`config.mk`:
```
export PLATFORM = sky130hd
export DESIGN_NAME = cpm_top
export DESIGN_NICKNAME = d
export VERILOG_FILES = /design/src/rtl/cpm_pkg.sv /design/src/rtl/cpm_datapath.sv /design/src/rtl/cpm_control.sv /design/src/rtl/cpm_top.sv
export SDC_FILE = /design/constraint.sdc
export NUM_CORES = 1
export LEC_CHECK = 0
export ABC_CLOCK_PERIOD_IN_PS = 73300
export BUFFER_PORTS_ARGS = -buffer_cell sky130_fd_sc_hd__buf_4
export CELL_PAD_IN_SITES_DETAIL_PLACEMENT = 0
export CELL_PAD_IN_SITES_GLOBAL_PLACEMENT = 1
export CORE_ASPECT_RATIO = 1.2
export CORE_MARGIN = 5
export CORE_UTILIZATION = 50
export DETAILED_ROUTE_END_ITERATION = 10
export GPL_TIMING_DRIVEN = 1
export PLACE_DENSITY = 0.91
export SETUP_SLACK_MARGIN = 0.1
export SLEW_MARGIN = 20
export SYNTH_ARGS = -nofsm -noshare
export SYNTH_HDL_FRONTEND = slang
export SYNTH_HIERARCHICAL = 1
export SYNTH_SLANG_ARGS = --single-unit
```
`constraint.sdc`:
```
create_clock -name clk -period 73.3 [get_ports clk]
set_input_delay 10.995 -clock clk [delete_from_list [all_inputs] [get_ports clk]]
set_output_delay 10.995 -clock clk [all_outputs]
set_load 0.1 [all_outputs]
```
`src/rtl/cpm_pkg.sv`:
```
package cpm_pkg;

  typedef enum logic [1:0] {
    ST_OFF,
    ST_DET,
    ST_PWM,
    ST_WIRE
  } pinState_e;

  // observations from the datapath to the control
  typedef struct packed {
    logic pinRise;
    logic winOpen;
    logic detMet;
    logic shdnMet;
  } pinObs_t;

  // strobes from the control to the datapath
  typedef struct packed {
    logic winClear;
    logic measEn;
    logic dutyFull;
  } ctlStrobe_t;

endpackage

```
`src/rtl/cpm_datapath.sv`:
```
module cpm_datapath
  import cpm_pkg::*;
#(
  parameter int DELAY_TICKS = 1000,
  parameter int DET_TICKS   = 2600,
  parameter int WIN_TICKS   = 10000,
  parameter int SHDN_TICKS  = 25000,
  parameter int DUTY_W      = 8,
  parameter int SYNC_STAGES = 2
) (
  input  logic              clk,
  input  logic              rstN,
  input  logic              pinIn,
  input  ctlStrobe_t        strobe,
  output pinObs_t           obs,
  output logic [DUTY_W-1:0] duty
);

  localparam int PER_MAX = 2 * SHDN_TICKS;
  localparam int CNT_W   = $clog2(PER_MAX + 1);
  localparam int WIN_W   = $clog2(WIN_TICKS + 1);
  localparam int QW      = CNT_W + DUTY_W;

  localparam logic [WIN_W-1:0]  WIN_LIM   = WIN_W'(WIN_TICKS);
  localparam logic [WIN_W-1:0]  DELAY_LIM = WIN_W'(DELAY_TICKS);
  localparam logic [WIN_W-1:0]  WIN_ONE   = WIN_W'(1);
  localparam logic [CNT_W-1:0]  DET_LIM   = CNT_W'(DET_TICKS);
  localparam logic [CNT_W-1:0]  SHDN_LIM  = CNT_W'(SHDN_TICKS);
  localparam logic [CNT_W-1:0]  LOW_CAP   = CNT_W'(SHDN_TICKS + 1);
  localparam logic [CNT_W-1:0]  PER_LIM   = CNT_W'(PER_MAX);
  localparam logic [CNT_W-1:0]  CNT_ONE   = CNT_W'(1);
  localparam logic [DUTY_W-1:0] DUTY_FULL = {DUTY_W{1'b1}};

  // input synchronizer, depth picked by parameter
  logic pinNow;
  logic pinPrev;

  generate
    if (SYNC_STAGES <= 1) begin : gSyncOne
      logic syncQ;
      always_ff @(posedge clk or negedge rstN) begin
        if (!rstN) syncQ <= 1'b0;
        else       syncQ <= pinIn;
      end
      assign pinNow = syncQ;
    end else begin : gSyncChain
      logic [SYNC_STAGES-1:0] syncQ;
      always_ff @(posedge clk or negedge rstN) begin
        if (!rstN) syncQ <= '0;
        else       syncQ <= {syncQ[SYNC_STAGES-2:0], pinIn};
      end
      assign pinNow = syncQ[SYNC_STAGES-1];
    end
  endgenerate

  always_ff @(posedge clk or negedge rstN) begin
    if (!rstN) pinPrev <= 1'b0;
    else       pinPrev <= pinNow;
  end

  logic pinRise, pinFall;
  assign pinRise = pinNow & ~pinPrev;
  assign pinFall = ~pinNow & pinPrev;

  // detection window counter
  logic [WIN_W-1:0] winCnt;
  always_ff @(posedge clk or negedge rstN) begin
    if (!rstN)                winCnt <= WIN_LIM;
    else if (strobe.winClear) winCnt <= '0;
    else if (winCnt < WIN_LIM) winCnt <= winCnt + WIN_ONE;
  end

  logic delayDone;
  assign delayDone = (winCnt >= DELAY_LIM);

  // consecutive low counter, cleared by any high sample
  logic [CNT_W-1:0] lowCnt;
  always_ff @(posedge clk or negedge rstN) begin
    if (!rstN)                lowCnt <= '0;
    else if (pinNow)          lowCnt <= '0;
    else if (lowCnt < LOW_CAP) lowCnt <= lowCnt + CNT_ONE;
  end

  // low phase began after the detection delay
  logic lowQual;
  always_ff @(posedge clk or negedge rstN) begin
    if (!rstN)        lowQual <= 1'b0;
    else if (pinRise) lowQual <= 1'b0;
    else if (pinFall) lowQual <= delayDone;
  end

  assign obs.pinRise = pinRise;
  assign obs.winOpen = (winCnt < WIN_LIM);
  assign obs.detMet  = lowQual && (lowCnt > DET_LIM);
  assign obs.shdnMet = (lowCnt > SHDN_LIM);

  // period and high-time counters, restarted on each rising edge
  logic [CNT_W-1:0] perCnt, hiCnt;
  always_ff @(posedge clk or negedge rstN) begin
    if (!rstN) begin
      perCnt <= '0;
      hiCnt  <= '0;
    end else if (pinRise) begin
      perCnt <= CNT_ONE;
      hiCnt  <= CNT_ONE;
    end else begin
      if (perCnt < PER_LIM)           perCnt <= perCnt + CNT_ONE;
      if (pinNow && hiCnt < PER_LIM)  hiCnt  <= hiCnt + CNT_ONE;
    end
  end

  // ratio of high time to period, scaled to DUTY_W bits
  logic [QW-1:0]     quot;
  logic [DUTY_W-1:0] dutyCalc;
  always_comb begin
    if (perCnt == '0) quot = '0;
    else              quot = {hiCnt, {DUTY_W{1'b0}}} / {{DUTY_W{1'b0}}, perCnt};
    if (perCnt == '0 || quot[QW-1:DUTY_W] != '0) dutyCalc = DUTY_FULL;
    else                                         dutyCalc = quot[DUTY_W-1:0];
  end

  logic [DUTY_W-1:0] dutyQ;
  always_ff @(posedge clk or negedge rstN) begin
    if (!rstN)                                          dutyQ <= DUTY_FULL;
    else if (strobe.dutyFull)                           dutyQ <= DUTY_FULL;
    else if (strobe.measEn && pinRise)                  dutyQ <= dutyCalc;
    else if (strobe.measEn && pinNow && perCnt == PER_LIM) dutyQ <= DUTY_FULL;
  end

  assign duty = dutyQ;


  duty_hold_chk: assert property (@(posedge clk) disable iff (!rstN)
    (!strobe.measEn && !strobe.dutyFull) |=> $stable(dutyQ));


  duty_full_chk: assert property (@(posedge clk) disable iff (!rstN)
    strobe.dutyFull |=> (dutyQ == DUTY_FULL));

endmodule

```
`src/rtl/cpm_control.sv`:
```
module cpm_control
  import cpm_pkg::*;
(
  input  logic       clk,
  input  logic       rstN,
  input  pinObs_t    obs,
  output ctlStrobe_t strobe,
  output logic       enable,
  output logic       modeWire,
  output logic       brightRst
);

  pinState_e st, stNext;

  always_comb begin
    stNext = st;
    unique case (st)
      ST_OFF:  if (obs.pinRise) stNext = ST_DET;
      ST_DET: begin
        if (obs.shdnMet)                    stNext = ST_OFF;
        else if (obs.detMet && obs.winOpen) stNext = ST_WIRE;
        else if (!obs.winOpen)              stNext = ST_PWM;
      end
      ST_PWM:  if (obs.shdnMet) stNext = ST_OFF;
      ST_WIRE: if (obs.shdnMet) stNext = ST_OFF;
      default: stNext = ST_OFF;
    endcase
  end

  always_ff @(posedge clk or negedge rstN) begin
    if (!rstN) st <= ST_OFF;
    else       st <= stNext;
  end

  always_ff @(posedge clk or negedge rstN) begin
    if (!rstN) brightRst <= 1'b1;
    else       brightRst <= (st != ST_OFF) && obs.shdnMet;
  end

  assign strobe.winClear = (st == ST_OFF) && obs.pinRise;
  assign strobe.dutyFull = (st == ST_OFF) && obs.pinRise;
  assign strobe.measEn   = (st == ST_DET) || (st == ST_PWM);

  assign enable   = (st != ST_OFF);
  assign modeWire = (st == ST_WIRE);


  wire_lock_chk: assert property (@(posedge clk) disable iff (!rstN)
    (st == ST_WIRE) |=> (st == ST_WIRE || st == ST_OFF));


  pwm_lock_chk: assert property (@(posedge clk) disable iff (!rstN)
    (st == ST_PWM) |=> (st == ST_PWM || st == ST_OFF));


  wake_on_rise_chk: assert property (@(posedge clk) disable iff (!rstN)
    (st == ST_OFF && !obs.pinRise) |=> (st == ST_OFF));


  wire_select_chk: assert property (@(posedge clk) disable iff (!rstN)
    (st == ST_DET && obs.detMet && obs.winOpen && !obs.shdnMet) |=> (st == ST_WIRE));


  shdn_entry_chk: assert property (@(posedge clk) disable iff (!rstN)
    (st != ST_OFF && obs.shdnMet) |=> (st == ST_OFF && brightRst));


  rst_pulse_chk: assert property (@(posedge clk) disable iff (!rstN)
    brightRst |=> !brightRst);

endmodule

```
`src/rtl/cpm_top.sv`:
```
module cpm_top
  import cpm_pkg::*;
#(
  parameter int DELAY_TICKS = 1000,
  parameter int DET_TICKS   = 2600,
  parameter int WIN_TICKS   = 10000,
  parameter int SHDN_TICKS  = 25000,
  parameter int DUTY_W      = 8,
  parameter int SYNC_STAGES = 2
) (
  input  logic              clk,
  input  logic              rstN,
  input  logic              ctrlPin,
  output logic              enable,
  output logic              modeWire,
  output logic              brightRst,
  output logic [DUTY_W-1:0] duty
);

  pinObs_t    obs;
  ctlStrobe_t strobe;

  cpm_datapath #(
    .DELAY_TICKS (DELAY_TICKS),
    .DET_TICKS   (DET_TICKS),
    .WIN_TICKS   (WIN_TICKS),
    .SHDN_TICKS  (SHDN_TICKS),
    .DUTY_W      (DUTY_W),
    .SYNC_STAGES (SYNC_STAGES)
  ) dp_i (
    .clk    (clk),
    .rstN   (rstN),
    .pinIn  (ctrlPin),
    .strobe (strobe),
    .obs    (obs),
    .duty   (duty)
  );

  cpm_control ctl_i (
    .clk       (clk),
    .rstN      (rstN),
    .obs       (obs),
    .strobe    (strobe),
    .enable    (enable),
    .modeWire  (modeWire),
    .brightRst (brightRst)
  );

endmodule

```
Word level (Yosys, flattened, before mapping). Index checks and enable logic that the tools add are counted.

Latch bits: 0. Bits in read-only memories: 0. Word-level logic and storage cells: 76. Flip-flop bits (word level): 77. Memories kept: 0. Input bits: 3. Memory bits (writable): 0. Output and inout port bits: 11.

Multiplexer cells: 21. Div/mod/pow operators: 1. Shifts and indexed selects: 0. Add/subtract/negate cells: 4. Reductions and logical operators: 22. Bitwise gates (word level): 4. Equal/unequal tests: 7. Magnitude comparators: 7. $mul: 0.

Operator list (count): 16-bit two-way mux (6); 16-bit by 1-bit adder with 16-bit output, second input constant (3); 16-bit less-than comparator, second input constant (2); 8-bit two-way mux (4); 14-bit two-way mux (2); 24-bit by 16-bit divider with 24-bit output (1); 24-bit two-way mux (1); 16-bit == test, second input constant (1); 16-bit by 12-bit greater-than comparator with 1-bit output, second input constant (1); 16-bit by 15-bit greater-than comparator with 1-bit output, second input constant (1); 16-bit logical NOT (1); 16-bit by 15-bit less-than comparator with 1-bit output, second input constant (1); 16-bit nonzero test (1); 14-bit by 1-bit adder with 14-bit output, second input constant (1); 14-bit by 10-bit greater-or-equal comparator with 1-bit output, second input constant (1); 14-bit less-than comparator, second input constant (1); 2-bit nonzero test (6); 2-bit two-way mux (5); 1-bit logical AND (8); 2-bit one-hot mux with 3 select lines (1); 2-bit == test, second input constant (2); 4-bit != test, second input constant (1); 3-bit AND reduction (1); 3-bit nonzero test (1); 9 further kinds (13).

Longest topological paths before layout. Gate-level depths: netlist of run 1.

Depth after elaboration: 7. Gate-level depth with buffers: 395. Gate-level depth less buffers: 366.

Cells and area by module. Netlist of run 1, hierarchy kept.

By module, submodules not included: cpm_datapath (seq. area each 1868.0 um2, times used 1, cells an instance 2875, area an instance 20927.6 um2); cpm_control (seq. area each 76.3 um2, times used 1, cells an instance 24, area an instance 235.2 um2).

Worst setup path after synthesis of run 1. OpenSTA, ideal clock, no wires.

Path type: register -> register. From: register dp_i.perCnt[0]. To: register dp_i.dutyQ[0] (netlist: dp_i/duty[0]). Path buffers: 32. Slack: 5768 ps. Cell stages (with the launch flop): 377. Required time: 73215 ps. Clock period less this slack: 67532 ps. Setup time: 85 ps. Arrival time: 67447 ps. Cells stage by stage: dfrtp_1 clkbuf_1 inv_1 clkbuf_1 ha_1 o21ba_2 nand4_1 or2_2 clkbuf_1 o21ai_0 ha_1 a21oi_1 nor3_1 a311oi_1 nand3_1 nor4_4 nand2b_1 clkbuf_1 [... 341 more ...] a21o_1 a21o_1 a21o_1 nand2_1 nand2b_1 nor2_1 nand3_2 nor3_4 buf_6 mux2_1 ha_1 a21o_1 a21oi_1 nand3_1 a41oi_1 a2111o_1 o221a_1 o221ai_1.

Longest elaborated chain between the ends: 7. Elaborated cells on any way between the ends: 11. Classes of those cells: div (1); eq/ne (1); mux (4); reduce/logical (5).

Ends and longest elaborated chain: from (decl) (line cpm_datapath.sv:98) `logic [CNT_W-1:0] perCnt, hiCnt;`; from (signal assigned) (line cpm_datapath.sv:107) `if (perCnt < PER_LIM) perCnt <= perCnt + CNT_ONE;`; 24-bit by 16-bit divider with 24-bit output / 16-bit logical NOT (equally long branches) (line cpm_datapath.sv:117, cpm_datapath.sv:116, cpm_datapath.sv:118); 24-bit two-way mux (line cpm_datapath.sv:116) `if (perCnt == '0) quot = '0;`; 16-bit nonzero test (line cpm_datapath.sv:118) `if (perCnt == '0 || quot[QW-1:DUTY_W] != '0) dutyCalc = DUTY_FULL;`; 1-bit logical OR (line cpm_datapath.sv:118); 8-bit two-way mux (line cpm_datapath.sv:118); 8-bit two-way mux (line cpm_datapath.sv:126) `else if (strobe.measEn && pinRise) dutyQ <= dutyCalc;`; 8-bit two-way mux (line cpm_datapath.sv:125) `else if (strobe.dutyFull) dutyQ <= DUTY_FULL;`; to (signal assigned) (line cpm_datapath.sv:126); to (decl) (line cpm_datapath.sv:122) `logic [DUTY_W-1:0] dutyQ;`.

Parallel ways exist; a longest one is shown, timed or not. A chain may end at the register's enable or synchronous reset.

Worst setup path in the final report of run 1.
From: register dp_i.hiCnt[3]. To: register dp_i.dutyQ[0] (netlist: dp_i/duty[0]).

Longest elaborated chain between the ends: 7.

Ends and longest elaborated chain: from (decl) (line cpm_datapath.sv:98); from (signal assigned) (line cpm_datapath.sv:108) `if (pinNow && hiCnt < PER_LIM) hiCnt <= hiCnt + CNT_ONE;`; 24-bit by 16-bit divider with 24-bit output (*) (line cpm_datapath.sv:117) `else quot = {hiCnt, {DUTY_W{1'b0}}} / {{DUTY_W{1'b0}}, perCnt};`; 24-bit two-way mux (*) (line cpm_datapath.sv:116); 16-bit nonzero test (line cpm_datapath.sv:118); 1-bit logical OR (line cpm_datapath.sv:118); 8-bit two-way mux (*) (line cpm_datapath.sv:118); 8-bit two-way mux (*) (line cpm_datapath.sv:126); 8-bit two-way mux (*) (line cpm_datapath.sv:125).

Mark *: on every way between the ends. The rest lies on a longest branch, timed or not.

==> results of run 1 <==
## path summary, 6_finish.rpt
kind / to / slack [ns] / start
max in group asynchronous: dp_i/hiCnt[2] / 61.77 / rstN
min reg2reg: dp_i/gSyncChain.syncQ[1] / 0.35 / dp_i/gSyncChain.syncQ[0]
max: dp_i/duty[0] / 5.24 / dp_i/hiCnt[3]
max reg2reg: dp_i/duty[0] / 5.24 / dp_i/hiCnt[3]
min: dp_i/gSyncChain.syncQ[1] / 0.35 / dp_i/gSyncChain.syncQ[0]
min in group asynchronous: dp_i/lowCnt[10] / 10.81 / rstN
## cells by family (layout without fill, tap and decap cells)
family / count (synthesis) / after routing / synth area share [%]
compound gates: 844 / 845 / 26.8
xor+xnor: 230 / 230 / 9.59
fa+ha+maj: 274 / 274 / 16.2
buf+inv: 201 / 202 / 3.74
flops: 77 / 77 / 9.19
mux: 136 / 136 / 7.14
simple gates: 1137 / 1138 / 27.3
## layer usage
metal	part of all wire [%]	global-route usage, %	vias to the layer above
met3	5.0	2.61	233
met2	49	51.0	781
met4	5.3	12.8	0
li1	-	-	10800
met1	41	33.4	10600
met5	0	0	-
## timing repair
action / 4_1_cts / 5_1_grt
endpoints found under the setup margin: 0 / 3
gates resized for setup: 0 / 70
setup buffers: 0 / 21
## Yosys cell counts (all sizes together) (21+ instances only)
cell type,count
mux2,106
xor2,93
nor2,327
nand4,77
o21a,67
nand3,87
a21o,135
nand2,222
mux2i,30
nand2b,73
ha,272
or3,31
nor2b,37
nor4,30
and2,56
o211ai,23
dfrtp,63
and3,21
nor3,106
a21oi,193
o31ai,43
inv,107
xnor2,137
a31oi,30
o21ai,177
a211oi,25
clkbuf,74
## state kept, by name (all words and copies together) (netlist names)
name	flops
ctl_i/brightRst	1
dp_i/pinPrev	1
ctl_i/st	2
dp_i/hiCnt	16
dp_i/winCnt	14
dp_i/lowQual	1
dp_i/duty	8
dp_i/perCnt	16
dp_i/gSyncChain.syncQ	2
dp_i/lowCnt	16
## per-stage QoR
step	setup TNS, ns	setup WS, ns	cell area (sq um)
after detailed placement	0	0.995	21900
after CTS	0	0.736	22200
after global routing	-0.0959	-0.0959	22700
final	0	5.24	22700
after floorplan	0	5.77	21200
after global placement	0	2.74	21900
## area by class of cell
class | count | area [sq um] | area share (%)
sequential | 77 | 1950 | 8.59
tap | 546 | 683 | 3.02
multi-input combinational | 2623 | 18700 | 82.6
clock buffer | 10 | 239 | 1.05
clock inverter | 6 | 55.1 | 0.243
inverter | 107 | 405 | 1.79
timing repair buffer | 79 | 613 | 2.71
## critical path: cells and delay by family, from the launching register on
| family | cells | cell delay, ns |
|---|---|---|
| compound gates | 215 | 39.18 |
| xor+xnor | 3 | 0.56 |
| fa+ha+maj | 24 | 7.51 |
| buf+inv | 12 | 2.27 |
| flops | 1 | 0.66 |
| mux | 10 | 3.10 |
| simple gates | 96 | 14.61 |
==> summary.txt, run 1 <==
Run status
  – Outcome: completed

Worst setup path
  – Critical Path End Type: flip-flop
  – Crit-path max cell delay: 0.66 ns
  – Reg2reg path depth: 360
  – Crit path launch type: flip-flop
  – Crit-path slowest cell: dfrtp_1
  – Crit Path Max Fanout: 29
  – Most used cell, CP: a21o_1
  – Worst path required time: ~74 ns
  – Worst Path Class, Setup: flip-flop to flip-flop
  – CP arrival: around 68 ns

Logic synthesis
  – Synth top area share: 16.1%
  – EDFF count, synth: 0
  – Area leader, netlist: ha_1
  – Sequential area share after synthesis: 9.19%
  – Post-synthesis cell count: 2899
  – Synth cell types: 110
  – Syn_nets: 3175
  – Top post-synthesis cells by area: ha_1, dfrtp_1, nor2_1
  – Avg Cell Area, Syn: ~7.3 sq um
  – #FFs+latches synth: 77
  – Synth Warn #: 6
  – Synth async-reset ratio: between 90% and 100%
  – Synthesized area: between 20000 and 25000 sq um
  – Post-synth top flop: dfrtp_1

CTS
  – CTS Hold Bufs: 0
  – # clock sinks: 77
  – CTS tree: built
  – Clock buffer depth: 2
  – Htree depth: 3
  – CTS Root Cell: clkbuf_16
  – Clk_lat worst skew: roughly 0.35 ns
  – Clock-pin transition on the worst setup and hold timing paths: around 0.07 ns
  – CTS buffer count: 9

Worst hold path
  – Hold depth: 0
  – Hold WC Path Type: flip-flop to flip-flop

Finish
  – # nets final: about 3200
  – Fin util: 54.1%
  – Area growth syn-to-layout: 7.04%
  – Filler Cell Count: 4105
  – Commonest non-fill, non-tap cells in the layout: nor2_1, ha_1, nand2_1, a21oi_1, o21ai_0
  – Final Non-Filler Cells: around 3400
  – Commonest non-fill, non-tap cell in the layout: nor2_1
  – # diodes: 0
  – Proportion of layout cells with a drive suffix above 1: around 11%

Timing
  – Fin crit share: 92.9%
  – Final hold vios: 0
  – Fmax: 14.7 MHz
  – Max Clock Skew: 0.00996 ns
  – Final Max Tran Viols: 0
  – Final hold slack: ~0.35 ns
  – Crit path time final: between 60 and 70 ns
  – Slew @ Worst Pin: 1.06 ns
  – Worst slew margin: 27.5%
  – Final setup viols: 0

Floorplan
  – Initial Utilization: 50.6%
  – Num rows: about 80
  – Die height: ~240 um
  – Die Width: a little under 200 um
  – Core area: between 40000 and 50000 sq um
  – Die Area: around 47000 sq um
  – Io pins: 14

Global route
  – Gr usage total: about 28%
  – First-pass GRT wire length: ~110000 um
  – Initial antenna violation count: 0
  – Grt ovf: 0
  – Vias in the first global route: ~22000
  – Largest net degree at the start of global routing: just under 80

Detailed routing
  – DRC errors left: 0
  – Drt via density: 6.51
  – Vias: 22400
  – DRT antenna net count: 0
  – DRT Wirelength: 69600 um
  – Drt wl/cell: between 20 and 25 um
  – Drt pass-1 iters: 6
  – Initial drt markers: around 1700

Job
  – Max-cap viol count: 0

Place
  – Gpl congestion: roughly 1
  – Port Buffer Count: 13
  – Placed insts: between 3000 and 4000
  – Hpwl dp: between 50000 and 60000 um
Power of run 1 is left out: the tool's default activity adds up to more than one toggle a clock period on the data nets, which glitch-free logic cannot reach.
==> run 2: changes to the inputs <==
Settings changed: CTS_CLUSTER_DIAMETER from default to 30, SYNTH_HIERARCHICAL 1 to default.
==> summary.txt, run 2 <==
Run status
  – Outcome: completed (unchanged)

CTS
  – CTS buffer count: 9 (unchanged)
  – Clock-pin transition on the worst setup and hold timing paths: 0.07 ns (about the same)
  – Clk_lat worst skew: 0.35 ns (about the same)
  – CTS Root Cell: clkbuf_16 (unchanged)
  – Clock buffer depth: 2 (unchanged)
  – # clock sinks: 77 (unchanged)
  – CTS tree: built (unchanged)
  – Htree depth: 3 (unchanged)

Logic synthesis
  – Synth cell types: 112 (was 110)
  – Most frequent cell after synthesis: nor2_1 (unchanged)
  – Sequential area share after synthesis: 9.43% (was 9.19%)
  – XOR/XNOR Fraction of Synth Area: 9.56% (was 9.59%)
  – #FFs+latches synth: 77 (unchanged)
  – Simple-gate share of the synthesized area: 25.4% (was 27.3%)
  – Synth async-reset ratio: 100% (unchanged)
  – Synth Warn #: 0 (was 6)
  – Post-synth top flop: dfrtp_1 (unchanged)
  – Most instantiated cells after synthesis: nor2_1, ha_1, nand2_1 (unchanged)
  – Synth top area share: 16.6% (was 16.1%)
  – EDFF count, synth: 0 (unchanged)
  – Largest family of logic cells by synthesized area: compound AO/OA/AOI/OAI gates (was simple AND/OR/NAND/NOR gates)
  – Top post-synthesis cells by area: ha_1, dfrtp_1, nor2_1 (unchanged)
  – Post-synthesis compound-gate area fraction: 28.0% (was 26.8%)
  – Synthesized area: 20600 sq um (was 21200 sq um)
  – Area leader, netlist: ha_1 (unchanged)
  – Multiplexer share of the synthesized area: 6.28% (was 7.14%)
  – Post-synthesis cell count: 2812 (was 2899)
  – Post-Synth Adder-Cell Area: 16.7% (was 16.2%)
  – Syn_nets: 3089 (was 3175)
  – Avg Cell Area, Syn: 7.33 sq um (was 7.30 sq um)

Finish
  – Commonest non-fill, non-tap cell in the layout: nor2_1 (unchanged)
  – # diodes: 0 (unchanged)
  – Post-route cell area: 22200 sq um (was 22700 sq um)
  – Commonest non-fill, non-tap cells in the layout: nor2_1, ha_1, nand2_1, o21ai_0, a21oi_1 (was nor2_1, ha_1, nand2_1, a21oi_1, o21ai_0)
  – Biggest regs: dp_i.hiCnt: 16 flops, dp_i.lowCnt: 16 flops, dp_i.perCnt: 16 flops (was dp_i/hiCnt: 16 flops, dp_i/lowCnt: 16 flops, dp_i/perCnt: 16 flops)
  – Filler Cell Count: 3963 (was 4105)
  – # nets final: 3105 (was 3173)
  – Proportion of layout cells with a drive suffix above 1: 11.7% (was 11.2%)
  – Area growth syn-to-layout: 7.47% (was 7.04%)

Place
  – Gpl congestion: 0.996 (was 0.981)
  – Hpwl dp: 50900 um (was 53800 um)
  – Area after DPL: 21300 sq um (was 21900 sq um)
  – Port Buffer Count: 13 (unchanged)

Detailed routing
  – DRC errors left: 0 (unchanged)
  – Initial drt markers: 1708 (was 1676)
  – Drt via density: 6.48 (was 6.51)
  – Drt pass-1 iters: 6 (unchanged)
  – DRT Wirelength: 67100 um (was 69600 um)
  – DRT antenna net count: 0 (unchanged)
  – Vias: 21900 (was 22400)
  – Drt wl/cell: 19.9 um (was 20.2 um)

Global route
  – Vias in the first global route: 20600 (was 21900)
  – Gr usage total: 27.6% (was 28.2%)
  – First-pass GRT wire length: 105000 um (was 110000 um)
  – Initial antenna violation count: 0 (unchanged)
  – Grt ovf: 0 (unchanged)
  – Largest net degree at the start of global routing: 78 (unchanged)

Floorplan
  – Io pins: 14 (unchanged)
  – Core area: 40700 sq um (was 41900 sq um)
  – Initial Utilization: 50.6% (about the same)
  – Die height: 232 um (was 235 um)
  – Die Width: 195 um (was 198 um)
  – Die Area: 45400 sq um (was 46600 sq um)
  – Num rows: 81 (was 82)

Timing
  – Worst slew margin: 11.6% (was 27.5%)
  – Final hold vios: 0 (unchanged)
  – Fin crit share: 93.4% (was 92.9%)
  – Final Max Tran Viols: 0 (unchanged)
  – Crit path time final: 68.49 ns (was 68.06 ns)
  – Fmax: 14.6 MHz (was 14.7 MHz)
  – Final setup viols: 0 (unchanged)
  – Slew @ Worst Pin: 1.32 ns (was 1.06 ns)
  – Max Clock Skew: 0.00906 ns (was 0.00996 ns)

Worst hold path
  – Hold WC Path Type: flip-flop to flip-flop (unchanged)
  – Hold_sp: dp_i.gSyncChain.syncQ[0] (was dp_i/gSyncChain.syncQ[0])

Worst setup path
  – Worst path required time: 73.56 ns (was 73.57 ns)
  – Reg2reg start: dp_i.perCnt[15] (was dp_i/hiCnt[3])
  – Worst Path Class, Setup: flip-flop to flip-flop (unchanged)
  – Crit-path slowest cell: or4_4 (was dfrtp_1)
  – Crit Path Max Fanout: 24 (was 29)
  – Crit path launch type: flip-flop (unchanged)
  – Most used cell, CP: a21o_1 (unchanged)
  – Critical Path End Type: flip-flop (unchanged)
  – CP arrival: 68.76 ns (was 68.33 ns)
  – Crit-path max cell delay: 0.62 ns (was 0.66 ns)
  – Critical path startpoint: dp_i.perCnt[15] (was dp_i/hiCnt[3])

Job
  – Max-cap viol count: 0 (unchanged)
==> run 2: cell count changes after synthesis, sizes merged, moves of 12 or more <==
cell	previous run	this run
buf	20	39
o21ai	177	195
o21a	67	79
and3	21	34
and2	56	35
nand4	77	55
nand2b	73	57
nor3	106	94
mux2	106	89
clkbuf	74	53
a21oi	193	164
==> run 2: path summary, 6_finish.rpt <==
path	endpoint	slack [ns]	cells past startpoint
setup reg to reg	dp_i.duty[0]	4.81	365
hold / removal	dp_i.gSyncChain.syncQ[1]	0.35	0
max in group asynchronous	dp_i.hiCnt[0]	62.07	1
min in group asynchronous	dp_i.lowCnt[12]	10.68	1
hold reg to reg	dp_i.gSyncChain.syncQ[1]	0.35	0
setup / recovery	dp_i.duty[0]	4.81	365
==> run 2: stage by stage <==
stage	setup TNS [ns]	worst slack (ns)	instances	hold WS, ns	util (%)
2_1_floorplan	0	4.64	2812	0.331	-
3_3_place_gp	0	1.21	3324	0.333	52.2
3_5_place_dp	-0.765	-0.765	3324	0.336	52.2
4_1_cts	0	0.266	3341	0.351	53.1
5_1_grt	-0.0226	-0.0226	3372	0.359	54.4
6_report	0	4.81	3372	0.348	54.4
==> run 2: cells by family after synthesis <==
kind of cell / after synthesis
and+or+nand+nor: 1054
AOI/OAI and AO/OA: 857
adders and majority gates: 275
xor gates and xnor gates: 225
buffers and inverters: 209
muxes: 115
DFF: 77
==> run 2: cell type report <==
type                       instances  area (sq um)  share of cell area [%]
clock inverter                     7           103                   0.463
clock buffer                       9           225                    1.02
sequential                        77          1950                    8.79
inverter                         117           443                    2.00
multi-input combinational       2529         18000                    81.5
tap                              539           674                    3.04
timing repair buffer              94           717                    3.24
==> run 2: repair_timing <==
action                     4_1_cts  5_1_grt
buffers inserted                 0       29
cloned                           1        2
hold buffers                     0        0
gates resized for setup          7       80
pin swaps                        1       12
setup endpoints to repair        1        2
==> run 2: metal layers <==
metal	GRT usage (%)	vias up	share of wire, %
li1	-	10400	-
met1	34.5	10400	42
met2	49.5	812	48
met3	1.80	212	5.3
met4	10.9	0	4.4
met5	0	-	0
==> run 2: critical path, delay by kind of cell, from the launching register on <==
| kind | cells | cell delay (ns) |
|---|---|---|
| AO/OA/AOI/OAI | 225 | 40.40 |
| XOR/XNOR | 5 | 0.86 |
| adder cells (fa/ha/maj) | 24 | 7.44 |
| buffers and inverters | 8 | 1.68 |
| flip-flops | 1 | 0.47 |
| multiplexers | 9 | 2.49 |
| AND/OR/NAND/NOR | 94 | 14.98 |
Power of run 2 is left out for the same reason.
